<file path="config.mk">
export PLATFORM = sky130hd
export DESIGN_NAME = dbs_sequencer
export DESIGN_NICKNAME = d
export VERILOG_FILES = /design/src/rtl/dbs_pkg.sv /design/src/rtl/dbs_ack_decode.sv /design/src/rtl/dbs_ctrl.sv /design/src/rtl/dbs_write_steer.sv /design/src/rtl/dbs_read_gather.sv /design/src/rtl/dbs_sequencer.sv
export SDC_FILE = /design/constraint.sdc
export NUM_CORES = 1
export LEC_CHECK = 0
export ABC_AREA = 1
export BUFFER_PORTS_ARGS = -buffer_cell sky130_fd_sc_hd__buf_2
export CORE_ASPECT_RATIO = 2
export CORE_MARGIN = 8
export CORE_UTILIZATION = 45
export DETAILED_ROUTE_END_ITERATION = 10
export PLACE_DENSITY = 0.69
export REMOVE_ABC_BUFFERS = 1
export SLEW_MARGIN = 20
export SYNTH_ARGS = -nofsm -noshare
export SYNTH_HDL_FRONTEND = slang
export SYNTH_SLANG_ARGS = --single-unit
</file>
<file path="constraint.sdc">
create_clock -name clk -period 6.55 [get_ports clk]
set_input_delay 1.31 -clock clk [delete_from_list [all_inputs] [get_ports clk]]
set_output_delay 1.31 -clock clk [all_outputs]
set_load 0.02 [all_outputs]
</file>
<file path="src/rtl/dbs_pkg.sv">
package dbs_pkg;
  localparam int LANES  = 4;
  localparam int BYTE_W = 8;
  localparam int DATA_W = LANES * BYTE_W;

  typedef enum logic [1:0] {PW_NONE = 2'd0, PW8 = 2'd1, PW16 = 2'd2, PW32 = 2'd3} port_w_e;
  typedef logic [2:0] cnt_t;  // byte count 0..4

  // active-low acknowledge pair to port width
  function automatic port_w_e ack_to_width(input logic [1:0] ack_n);
    case (ack_n)
      2'b00:   return PW32;
      2'b01:   return PW16;
      2'b10:   return PW8;
      default: return PW_NONE;
    endcase
  endfunction

  function automatic cnt_t width_bytes(input port_w_e w);
    case (w)
      PW8:     return 3'd1;
      PW16:    return 3'd2;
      PW32:    return 3'd4;
      default: return 3'd0;
    endcase
  endfunction

  // address modulo port width
  function automatic cnt_t port_offset(input logic [1:0] a, input port_w_e w);
    case (w)
      PW16:    return {2'b00, a[0]};
      PW32:    return {1'b0, a};
      default: return 3'd0;
    endcase
  endfunction

  function automatic cnt_t take_count(input cnt_t rem, input logic [1:0] a, input port_w_e w);
    cnt_t room;
    room = width_bytes(w) - port_offset(a, w);
    return (rem < room) ? rem : room;
  endfunction

  function automatic logic [1:0] size_code(input cnt_t rem);
    return rem[1:0];
  endfunction

  function automatic cnt_t size_decode(input logic [1:0] c);
    return (c == 2'b00) ? 3'd4 : {1'b0, c};
  endfunction

  // smallest port width that reaches lane l
  function automatic int lane_span(input int l);
    return (l == 0) ? 1 : ((l == 1) ? 2 : 4);
  endfunction

  // k-th remaining byte (k = 0 is next in address order)
  function automatic logic [BYTE_W-1:0] operand_byte(input logic [DATA_W-1:0] d,
                                                     input cnt_t rem, input int k);
    int idx;
    idx = int'(rem) - 1 - k;
    if (idx < 0 || idx >= LANES) return '0;
    return d[BYTE_W*idx +: BYTE_W];
  endfunction

  function automatic logic [DATA_W-1:0] steer_write(input logic [DATA_W-1:0] d,
                                                    input cnt_t rem, input logic [1:0] a);
    logic [DATA_W-1:0] o;
    o = '0;
    for (int l = 0; l < LANES; l++) begin
      int k;
      k = l - (int'(a) & (lane_span(l) - 1));
      if (k >= 0 && k < int'(rem))
        o[DATA_W-1-BYTE_W*l -: BYTE_W] = operand_byte(d, rem, k);
    end
    return o;
  endfunction

  function automatic logic [DATA_W-1:0] gather_bytes(input logic [DATA_W-1:0] acc,
                                                     input logic [DATA_W-1:0] lanes,
                                                     input logic [1:0] a, input port_w_e w,
                                                     input cnt_t n);
    logic [DATA_W-1:0] r;
    int off;
    r   = acc;
    off = int'(port_offset(a, w));
    for (int i = 0; i < LANES; i++) begin
      int ln;
      ln = off + i;
      if (i < int'(n) && ln < LANES)
        r = {r[DATA_W-BYTE_W-1:0], lanes[DATA_W-1-BYTE_W*ln -: BYTE_W]};
    end
    return r;
  endfunction
endpackage

</file>
<file path="src/rtl/dbs_ack_decode.sv">
module dbs_ack_decode
  import dbs_pkg::*;
(
  input  logic [1:0] ack_n,
  output logic       ack_seen,
  output port_w_e    port_w
);
  always_comb begin
    port_w   = ack_to_width(ack_n);
    ack_seen = (port_w != PW_NONE);
  end
endmodule

</file>
<file path="src/rtl/dbs_ctrl.sv">
module dbs_ctrl
  import dbs_pkg::*;
#(
  parameter int AW = 32
) (
  input  logic              clk,
  input  logic              rst_n,
  input  logic              req_valid,
  input  logic              req_write,
  input  logic [AW-1:0]     req_addr,
  input  logic [1:0]        req_size,
  input  logic [DATA_W-1:0] req_wdata,
  input  logic              ack_seen,
  input  port_w_e           port_w,
  output logic              accept,
  output logic              ack_taken,
  output logic              last_cycle,
  output cnt_t              take_n,
  output cnt_t              rem,
  output logic [AW-1:0]     cur_addr,
  output logic [DATA_W-1:0] op_data,
  output logic              wr,
  output logic              in_cycle,
  output logic              busy,
  output logic              done
);
  typedef enum logic [1:0] {ST_IDLE, ST_BUS, ST_GAP} st_e;
  st_e state;

  always_comb begin
    accept     = (state == ST_IDLE) && req_valid;
    ack_taken  = (state == ST_BUS) && ack_seen;
    take_n     = take_count(rem, cur_addr[1:0], port_w);
    last_cycle = ack_taken && (take_n == rem);
    in_cycle   = (state == ST_BUS);
    busy       = (state != ST_IDLE);
  end

  always_ff @(posedge clk) begin
    if (!rst_n) begin
      state    <= ST_IDLE;
      cur_addr <= '0;
      rem      <= '0;
      op_data  <= '0;
      wr       <= 1'b0;
      done     <= 1'b0;
    end else begin
      done <= 1'b0;
      case (state)
        ST_IDLE: if (accept) begin
          state    <= ST_BUS;
          cur_addr <= req_addr;
          rem      <= size_decode(req_size);
          op_data  <= req_wdata;
          wr       <= req_write;
        end
        ST_BUS: if (ack_taken) begin
          cur_addr <= cur_addr + AW'(take_n);
          rem      <= rem - take_n;
          if (last_cycle) begin
            state <= ST_IDLE;
            done  <= 1'b1;
          end else begin
            state <= ST_GAP;
          end
        end
        default: state <= ST_BUS;
      endcase
    end
  end
endmodule

</file>
<file path="src/rtl/dbs_write_steer.sv">
module dbs_write_steer
  import dbs_pkg::*;
(
  input  logic              wr,
  input  logic [DATA_W-1:0] op_data,
  input  cnt_t              rem,
  input  logic [1:0]        addr_lo,
  output logic [DATA_W-1:0] lanes
);
  always_comb lanes = wr ? steer_write(op_data, rem, addr_lo) : '0;
endmodule

</file>
<file path="src/rtl/dbs_read_gather.sv">
module dbs_read_gather
  import dbs_pkg::*;
(
  input  logic              clk,
  input  logic              rst_n,
  input  logic              clear,
  input  logic              capture,
  input  logic [DATA_W-1:0] lanes,
  input  logic [1:0]        addr_lo,
  input  port_w_e           port_w,
  input  cnt_t              take_n,
  output logic [DATA_W-1:0] result
);
  always_ff @(posedge clk) begin
    if (!rst_n)       result <= '0;
    else if (clear)   result <= '0;
    else if (capture) result <= gather_bytes(result, lanes, addr_lo, port_w, take_n);
  end
endmodule

</file>
<file path="src/rtl/dbs_sequencer.sv">
module dbs_sequencer
  import dbs_pkg::*;
#(
  parameter int AW = 32
) (
  input  logic              clk,
  input  logic              rst_n,
  input  logic              req_valid,
  input  logic              req_write,
  input  logic [AW-1:0]     req_addr,
  input  logic [1:0]        req_size,
  input  logic [DATA_W-1:0] req_wdata,
  output logic              busy,
  output logic              done,
  output logic [DATA_W-1:0] rdata,
  output logic              bus_cyc,
  output logic              bus_write,
  output logic [AW-1:0]     bus_addr,
  output logic [1:0]        bus_siz,
  output logic [DATA_W-1:0] bus_wdata,
  input  logic [DATA_W-1:0] bus_rdata,
  input  logic [1:0]        ack_n
);
  // named internal events
  logic              ack_seen;
  port_w_e           port_w;
  logic              accept;
  logic              ack_taken;
  logic              last_cycle;
  cnt_t              take_n;
  cnt_t              rem;
  logic [AW-1:0]     cur_addr;
  logic [DATA_W-1:0] op_data;
  logic              wr;

  dbs_ack_decode u_ack (
    .ack_n    (ack_n),
    .ack_seen (ack_seen),
    .port_w   (port_w)
  );

  dbs_ctrl #(.AW(AW)) u_ctrl (
    .clk        (clk),
    .rst_n      (rst_n),
    .req_valid  (req_valid),
    .req_write  (req_write),
    .req_addr   (req_addr),
    .req_size   (req_size),
    .req_wdata  (req_wdata),
    .ack_seen   (ack_seen),
    .port_w     (port_w),
    .accept     (accept),
    .ack_taken  (ack_taken),
    .last_cycle (last_cycle),
    .take_n     (take_n),
    .rem        (rem),
    .cur_addr   (cur_addr),
    .op_data    (op_data),
    .wr         (wr),
    .in_cycle   (bus_cyc),
    .busy       (busy),
    .done       (done)
  );

  dbs_write_steer u_steer (
    .wr      (wr),
    .op_data (op_data),
    .rem     (rem),
    .addr_lo (cur_addr[1:0]),
    .lanes   (bus_wdata)
  );

  dbs_read_gather u_gather (
    .clk     (clk),
    .rst_n   (rst_n),
    .clear   (accept),
    .capture (ack_taken && !wr),
    .lanes   (bus_rdata),
    .addr_lo (cur_addr[1:0]),
    .port_w  (port_w),
    .take_n  (take_n),
    .result  (rdata)
  );

  always_comb begin
    bus_addr  = cur_addr;
    bus_siz   = size_code(rem);
    bus_write = wr;
  end
endmodule

</file>
==> metrics.md, run 1 <==
| Metric | Value |
|---|---|
| Run status | `finished clean` |
| Detail-routed net length per standard cell | `16.88 microns` |
| Root cell of the clock tree | `clkbuf_16` |
| Average footprint of a synthesized cell | `6.163 sq um` |
| Fmax achieved | `0.1645 GHz` |
| FF-to-FF End | `u_ctrl.cur_addr[24]` |
| Endpoint of the worst hold path | `u_gather.result[19]` |
| Startpoint of the lowest-slack hold path | `u_gather.result[19]` |
| Crit Reg-Reg Startpoint | `u_ctrl.cur_addr[1]` |
| Endpoints failing setup | `0` |
| Number of placed instances with taps included | `1839` |
| Overall fraction of global-route tracks in use | `0.2497` |
| Number of slew-limit violations in the final report | `0` |
| Number of instances in the synthesized netlist | `1441` |
| Series of cell instances along the critical path | `inv_1, ha_1, clkinv_1, fa_1, nand3_1, nand3_1, fa_1, fa_1, nor2_1, nand3b_1, nor4_1, nand3_1, a221oi_1, buf_2` |
| Post-layout min period | `6079 ps` |
| Fraction of layout cells with a size suffix above 1 | `0.1736` |
| Type of element capturing the critical path | `output pin` |
| Power density relative to cell area | `336.6 mW/mm^2` |
| Buffer levels on the longest clock path | `2` |
| Post-detail-place hpwl | `24010 microns` |
| Worst path bufs/invs | `3` |
| Unrepaired setup endpoints after global routing | `no` |
| Combinational share of power | `0.596` |
| PortBufs | `205` |
| CP top delay family | `adder cells` |
| Seq cells post-synth | `103` |
| Floorplan core area | `0.01937 sq mm` |
| Routability-driven placement congestion ratio | `0.9070` |
| Switching component of the power | `1.798 mW` |
| Post-synth EDFFs | `0` |
| Top library cells by usage in the layout, fill and taps aside | `357 x nand2_1, 205 x buf_2, 179 x nand3_1, 144 x nor2_1, 123 x o21ai_0` |
| Count of cells resized by post-cts repair | `0` |
| Worst-margin pin slew | `1079 ps` |
| Number of nets with antenna violations after detailed routing | `0` |
| Final hold violation count | `0` |
| Number of max-capacitance violations reported | `0` |
| Net switching fraction of the power | `0.5181` |
| Clock transition at path regs | `80 ps` |
| Number of rows in the core area | `72` |
| Worst hold path cell count | `2` |
| Static Leak | `4.823 nW` |
| Vias in the first global route | `10153` |
| Total of warnings raised by yosys | `0` |
| Share of flip-flops with an asynchronous set or reset | `0` |
| Effective utilization at floorplan | `0.4585` |
| First-pass GRT wire length | `50140 microns` |
| Worst-case vdd ir drop | `158.7 uV` |
| Drt first-iter violations | `1085` |
| Synth unique cells | `44` |
| Crit Path Category | `reg2out` |
| Number of sinks handled by clock tree synthesis | `103` |
| Internal Pwr Total | `1.672 mW` |
| Post-CTS Hold Buffers | `0` |
| Commonest non-fill, non-tap cell in the layout | `nand2_1` |
| Highest-delay cell along the critical path | `fa_1` |
| Number of buffers inserted by post-CTS setup repair | `0` |
| Horiz. Die Dim | `115.3 microns` |
| Maximum fanout along the worst path | `12` |
| Total Negative Setup Slacks | `0 ps` |
| NumNets Final | `1746` |
| Required time of the worst setup path | `5240 ps` |
| Global-route congestion overflow total | `0` |
| DRC violations left | `0` |
| Number of vias in the routed layout | `10364` |
| Worst clock skew | `11.68 ps` |
| Largest net degree at the start of global routing | `50` |
| Initial antenna violation count | `2` |
| Post-Syn Area | `0.008881 sq mm` |
| Per-cell via count in the routed design | `5.581` |
| Share of the clock period used by the worst path | `0.9281` |
| Post-route non-filler standard cell count | `1857` |
| Boundary pin count | `206` |
| Clock network fraction of design power | `0.168` |
| Clock insertion delay at the later pin of the skew report | `370 ps` |
| Synthesis-to-finish area growth | `16.07%` |
| Slowest stage delay, CP | `590 ps` |
| Clock tree from TritonCTS | `yes` |
| Total Die Area | `0.02476 sq mm` |
| Pre-Repair DR Iteration Count | `6` |
| Type of the tightest min-delay check | `reg2reg` |
| Max-slew headroom | `0.2798` |
| Flop pwr share | `0.236` |
| Total detailed-routing wirelength | `31350 microns` |
| Most used flip-flop cell after synthesis | `dfxtp_1` |
| Worst r2r path cells | `26` |
| Die boundary height | `214.7 microns` |
| Setup slack of the worst register-to-register path | `1850 ps` |
| Share of synthesized area occupied by flip-flops and latches | `0.2322` |
| CP startpoint kind | `flip-flop` |
| H-tree depth | `3` |
| Total CTS buffers | `9` |
| Arrival time at the worst endpoint | `4770 ps` |
layout make-up:
cell class | count | area (sq um)
clock inverter | 7 | 80.08
sequential | 103 | 2062
antenna | 2 | 5.005
inverter | 119 | 446.7
multi-input combinational | 1133 | 5989
fill | 2086 | 9060
timing repair buffer | 225 | 1176
clock buffer | 9 | 225.2
tap | 259 | 324.1
sequential cells by signal, indices dropped and copies added, names as in the netlist:
register,count
u_gather.result,32
u_ctrl.cur_addr,32
u_ctrl.rem,3
u_ctrl.wr,1
u_ctrl.done,1
u_ctrl.state,2
u_ctrl.op_data,32
through the flow:
step	util	total power [mW]	setup slack (ps)	area, sq um	hold WS (ps)
3_5_place_dp	0.5162	2.876	862.9	9998	477.5
3_3_place_gp	0.5162	2.849	997.8	9998	468.5
5_1_grt	0.5322	3.777	80.42	10310	511.5
2_1_floorplan	-	2.301	673.3	8486	520.3
4_1_cts	0.5320	3.463	461.6	10300	488.3
6_report	0.5322	3.470	471.0	10310	489.5
worst min-delay path, stage by stage, from the launching register on:
cell     delay (ps)
dfxtp_1         320
nand2_1          70
a21oi_1          50
layer usage:
| layer | GRT usage | wire length, microns | vias to the layer above |
|---|---|---|---|
| met2 | 0.4596 | 16530 | 435 |
| met5 | 0 | 0 | - |
| met1 | 0.2514 | 11320 | 4703 |
| met4 | 0.1420 | 1507 | 0 |
| li1 | - | - | 5129 |
| met3 | 0.04457 | 1996 | 97 |
cells in the mapped netlist (8+ instances only):
| library cell | count | area share |
|---|---|---|
| o211ai_1 | 8 | 0.0068 |
| a21oi_1 | 115 | 0.065 |
| xor2_1 | 10 | 0.0099 |
| o21ai_0 | 123 | 0.069 |
| inv_2 | 8 | 0.0034 |
| a221oi_1 | 17 | 0.017 |
| dfxtp_1 | 103 | 0.23 |
| buf_2 | 19 | 0.011 |
| nand3_1 | 179 | 0.10 |
| a211oi_1 | 13 | 0.011 |
| buf_1 | 9 | 0.0038 |
| nand4_1 | 28 | 0.020 |
| clkbuf_1 | 48 | 0.020 |
| nand2_1 | 357 | 0.15 |
| mux2i_1 | 8 | 0.0090 |
| inv_1 | 108 | 0.046 |
| fa_1 | 17 | 0.038 |
| nor3_1 | 14 | 0.0079 |
| a2111oi_1 | 8 | 0.0090 |
| nor2_1 | 147 | 0.062 |
| ha_1 | 34 | 0.048 |
power groups by stage:
stage	logic [mW]	clock network [mW]	registers, mW
3_5_place_dp	2.05	0	0.828
4_1_cts	2.05	0.594	0.814
3_3_place_gp	2.02	0	0.827
6_report	2.07	0.584	0.818
2_1_floorplan	1.43	0	0.868
5_1_grt	2.33	0.614	0.829
logic make-up (layout without fill, tap and decap cells):
| kind of cell | count (synthesis) | after routing | share of synthesized area |
|---|---|---|---|
| buf+inv | 205 | 360 | 0.09481 |
| simple gates | 763 | 763 | 0.3755 |
| mux | 8 | 8 | 0.009017 |
| flops | 103 | 103 | 0.2322 |
| fa+ha+maj | 51 | 51 | 0.08622 |
| xor+xnor | 17 | 17 | 0.01676 |
| compound gates | 294 | 294 | 0.1855 |
| other cells | 0 | 2 | 0 |
how the worst max path moves through the flow:
stage / start / to / cells after the start
detailed placement: u_ctrl.rem[1] / bus_wdata[9] / 14
finish: u_ctrl.rem[1] / bus_wdata[12] / 14
floorplan: u_ctrl.rem[0] / bus_wdata[10] / 13
CTS: u_ctrl.rem[1] / bus_wdata[9] / 14
global placement: u_ctrl.rem[1] / bus_wdata[12] / 14
global route: u_ctrl.rem[1] / bus_wdata[12] / 14
No activity file was read; power rests on OpenSTA's default activity.
==> inputs of run 2 (changes only) <==
- ABC_AREA: 1 -> not set
- CTS_CLUSTER_DIAMETER: not set -> 200
==> run 2 against run 1 <==
Clock skew is 1.2 ps lower. Final cell count is 20% lower. Hold slack worse by 14 ps. Sequential share of layout area hardly changed. Die area is 1.2% lower. Non-clock buffer count is 10 higher. Maximum frequency is 4.2% higher. Clock power is 0.9% higher. Largest power group unchanged.
==> metrics.md, run 2 <==
| Metric | Value |
|---|---|
| Total Die Area | `0.02446 sq mm (-1.2%)` |
| Number of sinks handled by clock tree synthesis | `103 (unchanged)` |
| Detail-routed net length per standard cell | `20.84 microns (+23%)` |
| Worst slack on hold paths | `475.6 ps (-13.87 ps)` |
| Worst path bufs/invs | `6 (+3)` |
| Cell area after placement | `0.01002 sq mm (+0.19%)` |
| Endpoints failing setup | `0 (unchanged)` |
| Clock insertion delay at the later pin of the skew report | `360 ps (about the same)` |
| Met1 Use GR | `0.2490 (-0.002440)` |
| Drt first-iter violations | `709 (-35%)` |
| Slowest stage delay, CP | `590 ps (about the same)` |
| CP startpoint kind | `flip-flop` |
| Worst-case vdd ir drop | `143.4 uV (-9.7%)` |
| Required time of the worst setup path | `5240 ps (about the same)` |
| Share of the clock period used by the worst path | `0.8907 (-0.03743)` |
| Arrival time at the worst endpoint | `4520 ps (-250 ps)` |
| Clock transition at path regs | `80 ps (about the same)` |
| Commonest non-fill, non-tap cell in the layout | `buf_2` |
| Horiz. Die Dim | `114.7 microns (-0.58%)` |
| Worst-margin pin slew | `997.9 ps (-81.28 ps)` |
| Average footprint of a synthesized cell | `8.377 sq um (+36%)` |
| Cell seen most often among critical-path stages | `inv_1` |
| Type of the tightest min-delay check | `reg2reg` |
| Utilization after layout | `0.5380 (+0.005780)` |
| Synth unique cells | `73 (+66%)` |
| Top cell type's share of synthesized area | `0.2353 (+0.003150)` |
| Overall fraction of global-route tracks in use | `0.2459 (-0.003817)` |
| Fmax achieved | `0.1714 GHz (+4.2%)` |
| Share of flip-flops with an asynchronous set or reset | `0 (unchanged)` |
| Most used flip-flop cell after synthesis | `dfxtp_1` |
| H-tree depth | `3 (unchanged)` |
| Maximum fanout along the worst path | `10 (-2)` |
| Share of synthesized area occupied by flip-flops and latches | `0.2353 (+0.003150)` |
| Finished Cell Area | `0.01032 sq mm (+0.15%)` |
| NumNets Final | `1369 (-22%)` |
| CP top delay family | `adder cells` |
| Total Negative Setup Slacks | `0 ps (unchanged)` |
| Floorplan core area | `0.01919 sq mm (-0.93%)` |
| Routability-driven placement congestion ratio | `0.9737 (+7.4%)` |
| Number of instances in the synthesized netlist | `1046 (-27%)` |
| Number of max-capacitance violations reported | `0 (unchanged)` |
| Total detailed-routing wirelength | `30800 microns (-1.7%)` |
| Total CTS buffers | `9 (unchanged)` |
| Number of buffers inserted by post-CTS setup repair | `0 (unchanged)` |
| Power after layout | `3.007 mW (-13%)` |
| Run status | `finished clean` |
| Number of nets with antenna violations after detailed routing | `0 (unchanged)` |
| Static Leak | `4.408 nW (-8.6%)` |
| Final hold violation count | `0 (unchanged)` |
| PortBufs | `205 (unchanged)` |
| Number of slew-limit violations in the final report | `0 (unchanged)` |
| Buffer levels on the longest clock path | `2 (unchanged)` |
| Post-layout min period | `5834 ps (-245.2 ps)` |
| Post-Syn Area | `0.008762 sq mm (-1.3%)` |
| Highest-delay cell along the critical path | `dfxtp_1` |
| Synthesis-to-finish area growth | `17.82%` |
| Seq cells post-synth | `103 (unchanged)` |
| Effective utilization at floorplan | `0.4566 (-0.001889)` |
| Post-route non-filler standard cell count | `1478 (-20%)` |
| Worst clock skew | `10.44 ps (-1.248 ps)` |
| Top-count cell post-synth | `nand2_1` |
| Vias in the first global route | `8971 (-12%)` |
| Worst setup slack after placement | `1016 ps (+152.8 ps)` |
| Max-slew headroom | `0.3323 (+0.05252)` |
| Fraction of layout cells with a size suffix above 1 | `0.2666 (+0.09305)` |
| Most used routing layer in global routing | `met2` |
| Type of element capturing the critical path | `output pin` |
| M2 GR Usage | `0.4493 (-0.01033)` |
| Post-CTS Hold Buffers | `0 (unchanged)` |
| Post-synth EDFFs | `0 (unchanged)` |
| Die boundary height | `213.3 microns (-0.62%)` |
| Post-detail-place hpwl | `23190 microns (-3.4%)` |
| Unrepaired setup endpoints after global routing | `no` |
| Global-route congestion overflow total | `0 (unchanged)` |
| Per-cell via count in the routed design | `6.112 (+9.5%)` |
| Count of cells resized by post-cts repair | `0 (unchanged)` |
| Top library cells by usage in the layout, fill and taps aside | `205 x buf_2, 149 x nand2_1, 103 x dfxtp_1, 74 x o21ai_0, 57 x nor2_1` |
| Series of cell instances along the critical path | `ha_1, buf_4, inv_1, ha_1, inv_1, o21ai_0, fa_1, inv_1, fa_1, nor4b_1, nand4_1, nor4_1, buf_4, and3_1, buf_2` |
| Largest net degree at the start of global routing | `73 (+46%)` |
| Total of warnings raised by yosys | `0 (unchanged)` |
| Pre-Repair DR Iteration Count | `5 (-1)` |
| Min setup slack post-route | `716.2 ps (+245.2 ps)` |
| Crit Path Category | `reg2out` |
| Clock tree from TritonCTS | `yes` |
| Root cell of the clock tree | `clkbuf_16` |
| Boundary pin count | `206 (unchanged)` |
| Top cells by instance count after synthesis | `149 x nand2_1, 103 x dfxtp_1, 74 x o21ai_0, 58 x nor2_1, 53 x clkbuf_1` |
| First-pass GRT wire length | `47040 microns (-6.2%)` |
| Number of antenna cells inserted | `0 (-2)` |
| Number of rows in the core area | `72 (unchanged)` |
| Number of vias in the routed layout | `9034 (-13%)` |
| Number of placed instances with taps included | `1462 (-21%)` |
| Top flop regs | `u_ctrl.cur_addr (32), u_ctrl.op_data (32), u_gather.result (32)` |
| Initial antenna violation count | `0 (-2)` |
| Top cells by area, synth | `dfxtp_1 24%, mux4_2 10%, nand2_1 6.4%` |
| Cell taking the most area after synthesis | `dfxtp_1` |
| DRC violations left | `0 (unchanged)` |
| Power density relative to cell area | `291.2 mW/mm^2 (-13%)` |
| Met3 Resource Use GR | `0.03780 (-0.006770)` |
[run 2: cell types whose count changed in the layout (fill, tap and decap cells not counted), sizes merged, moves of 37 or more]
cell / change
nand3: -158
mux4: +40
nor2: -94
nand2: -218
inv: -81
a22oi: +37
o21ai: -44
a21oi: -64
a21boi: +38
[run 2: layer usage]
layer / up-vias / part of all wire
li1: 4204 / -
met2: 410 / 0.53
met5: - / 0
met3: 117 / 0.060
met4: 0 / 0.059
met1: 4303 / 0.35
[run 2: kinds of logic (layout without fill, tap and decap cells)]
logic type,after synthesis,after routing,synth area share
simple gates,369,369,0.2035
flops,103,103,0.2353
xor+xnor,7,7,0.006997
compound gates,323,323,0.2662
fa+ha+maj,51,51,0.08739
mux,80,80,0.1485
buf+inv,113,286,0.05212
[run 2: final timing paths]
path	startpoint	endpoint	slack, ps	cells after the start
setup / recovery	u_ctrl.cur_addr[1]	bus_wdata[12]	720	15
hold / removal	u_gather.result[30]	u_gather.result[30]	480	2
setup reg to reg	u_ctrl.cur_addr[1]	u_ctrl.cur_addr[28]	2050	18
hold reg to reg	u_gather.result[30]	u_gather.result[30]	480	2
[run 2: worst reg2reg max path, stage by stage, from the launching register on]
cell	delay, ps
dfxtp_1	450
nand2_1	230
inv_2	70
fa_1	400
xor2_1	210
ha_1	270
o21ba_1	250
o22ai_1	110
a21boi_2	210
ha_1	230
fa_1	410
a21o_1	210
and4_1	250
and3_1	220
and3_1	200
and3_1	230
a22o_1	190
a22oi_1	180
nor2b_1	60
[run 2: area by class of cell]
cell class              count  area, sq um
inverters                  35        131.4
fillers                  1875         8865
multi-input cells         830         6248
clock buffers              10        229.0
clock inverters             6        77.57
repair buffers            235         1251
well taps                 259        324.1
flip-flops and latches    103         2062
[run 2: power by group]
part / internal [mW] / switching [mW] / total, mW
clock network: 0.305 / 0.285 / 0.589
registers: 0.682 / 0.0790 / 0.761
logic: 0.660 / 0.996 / 1.66
total: 1.65 / 1.36 / 3.01
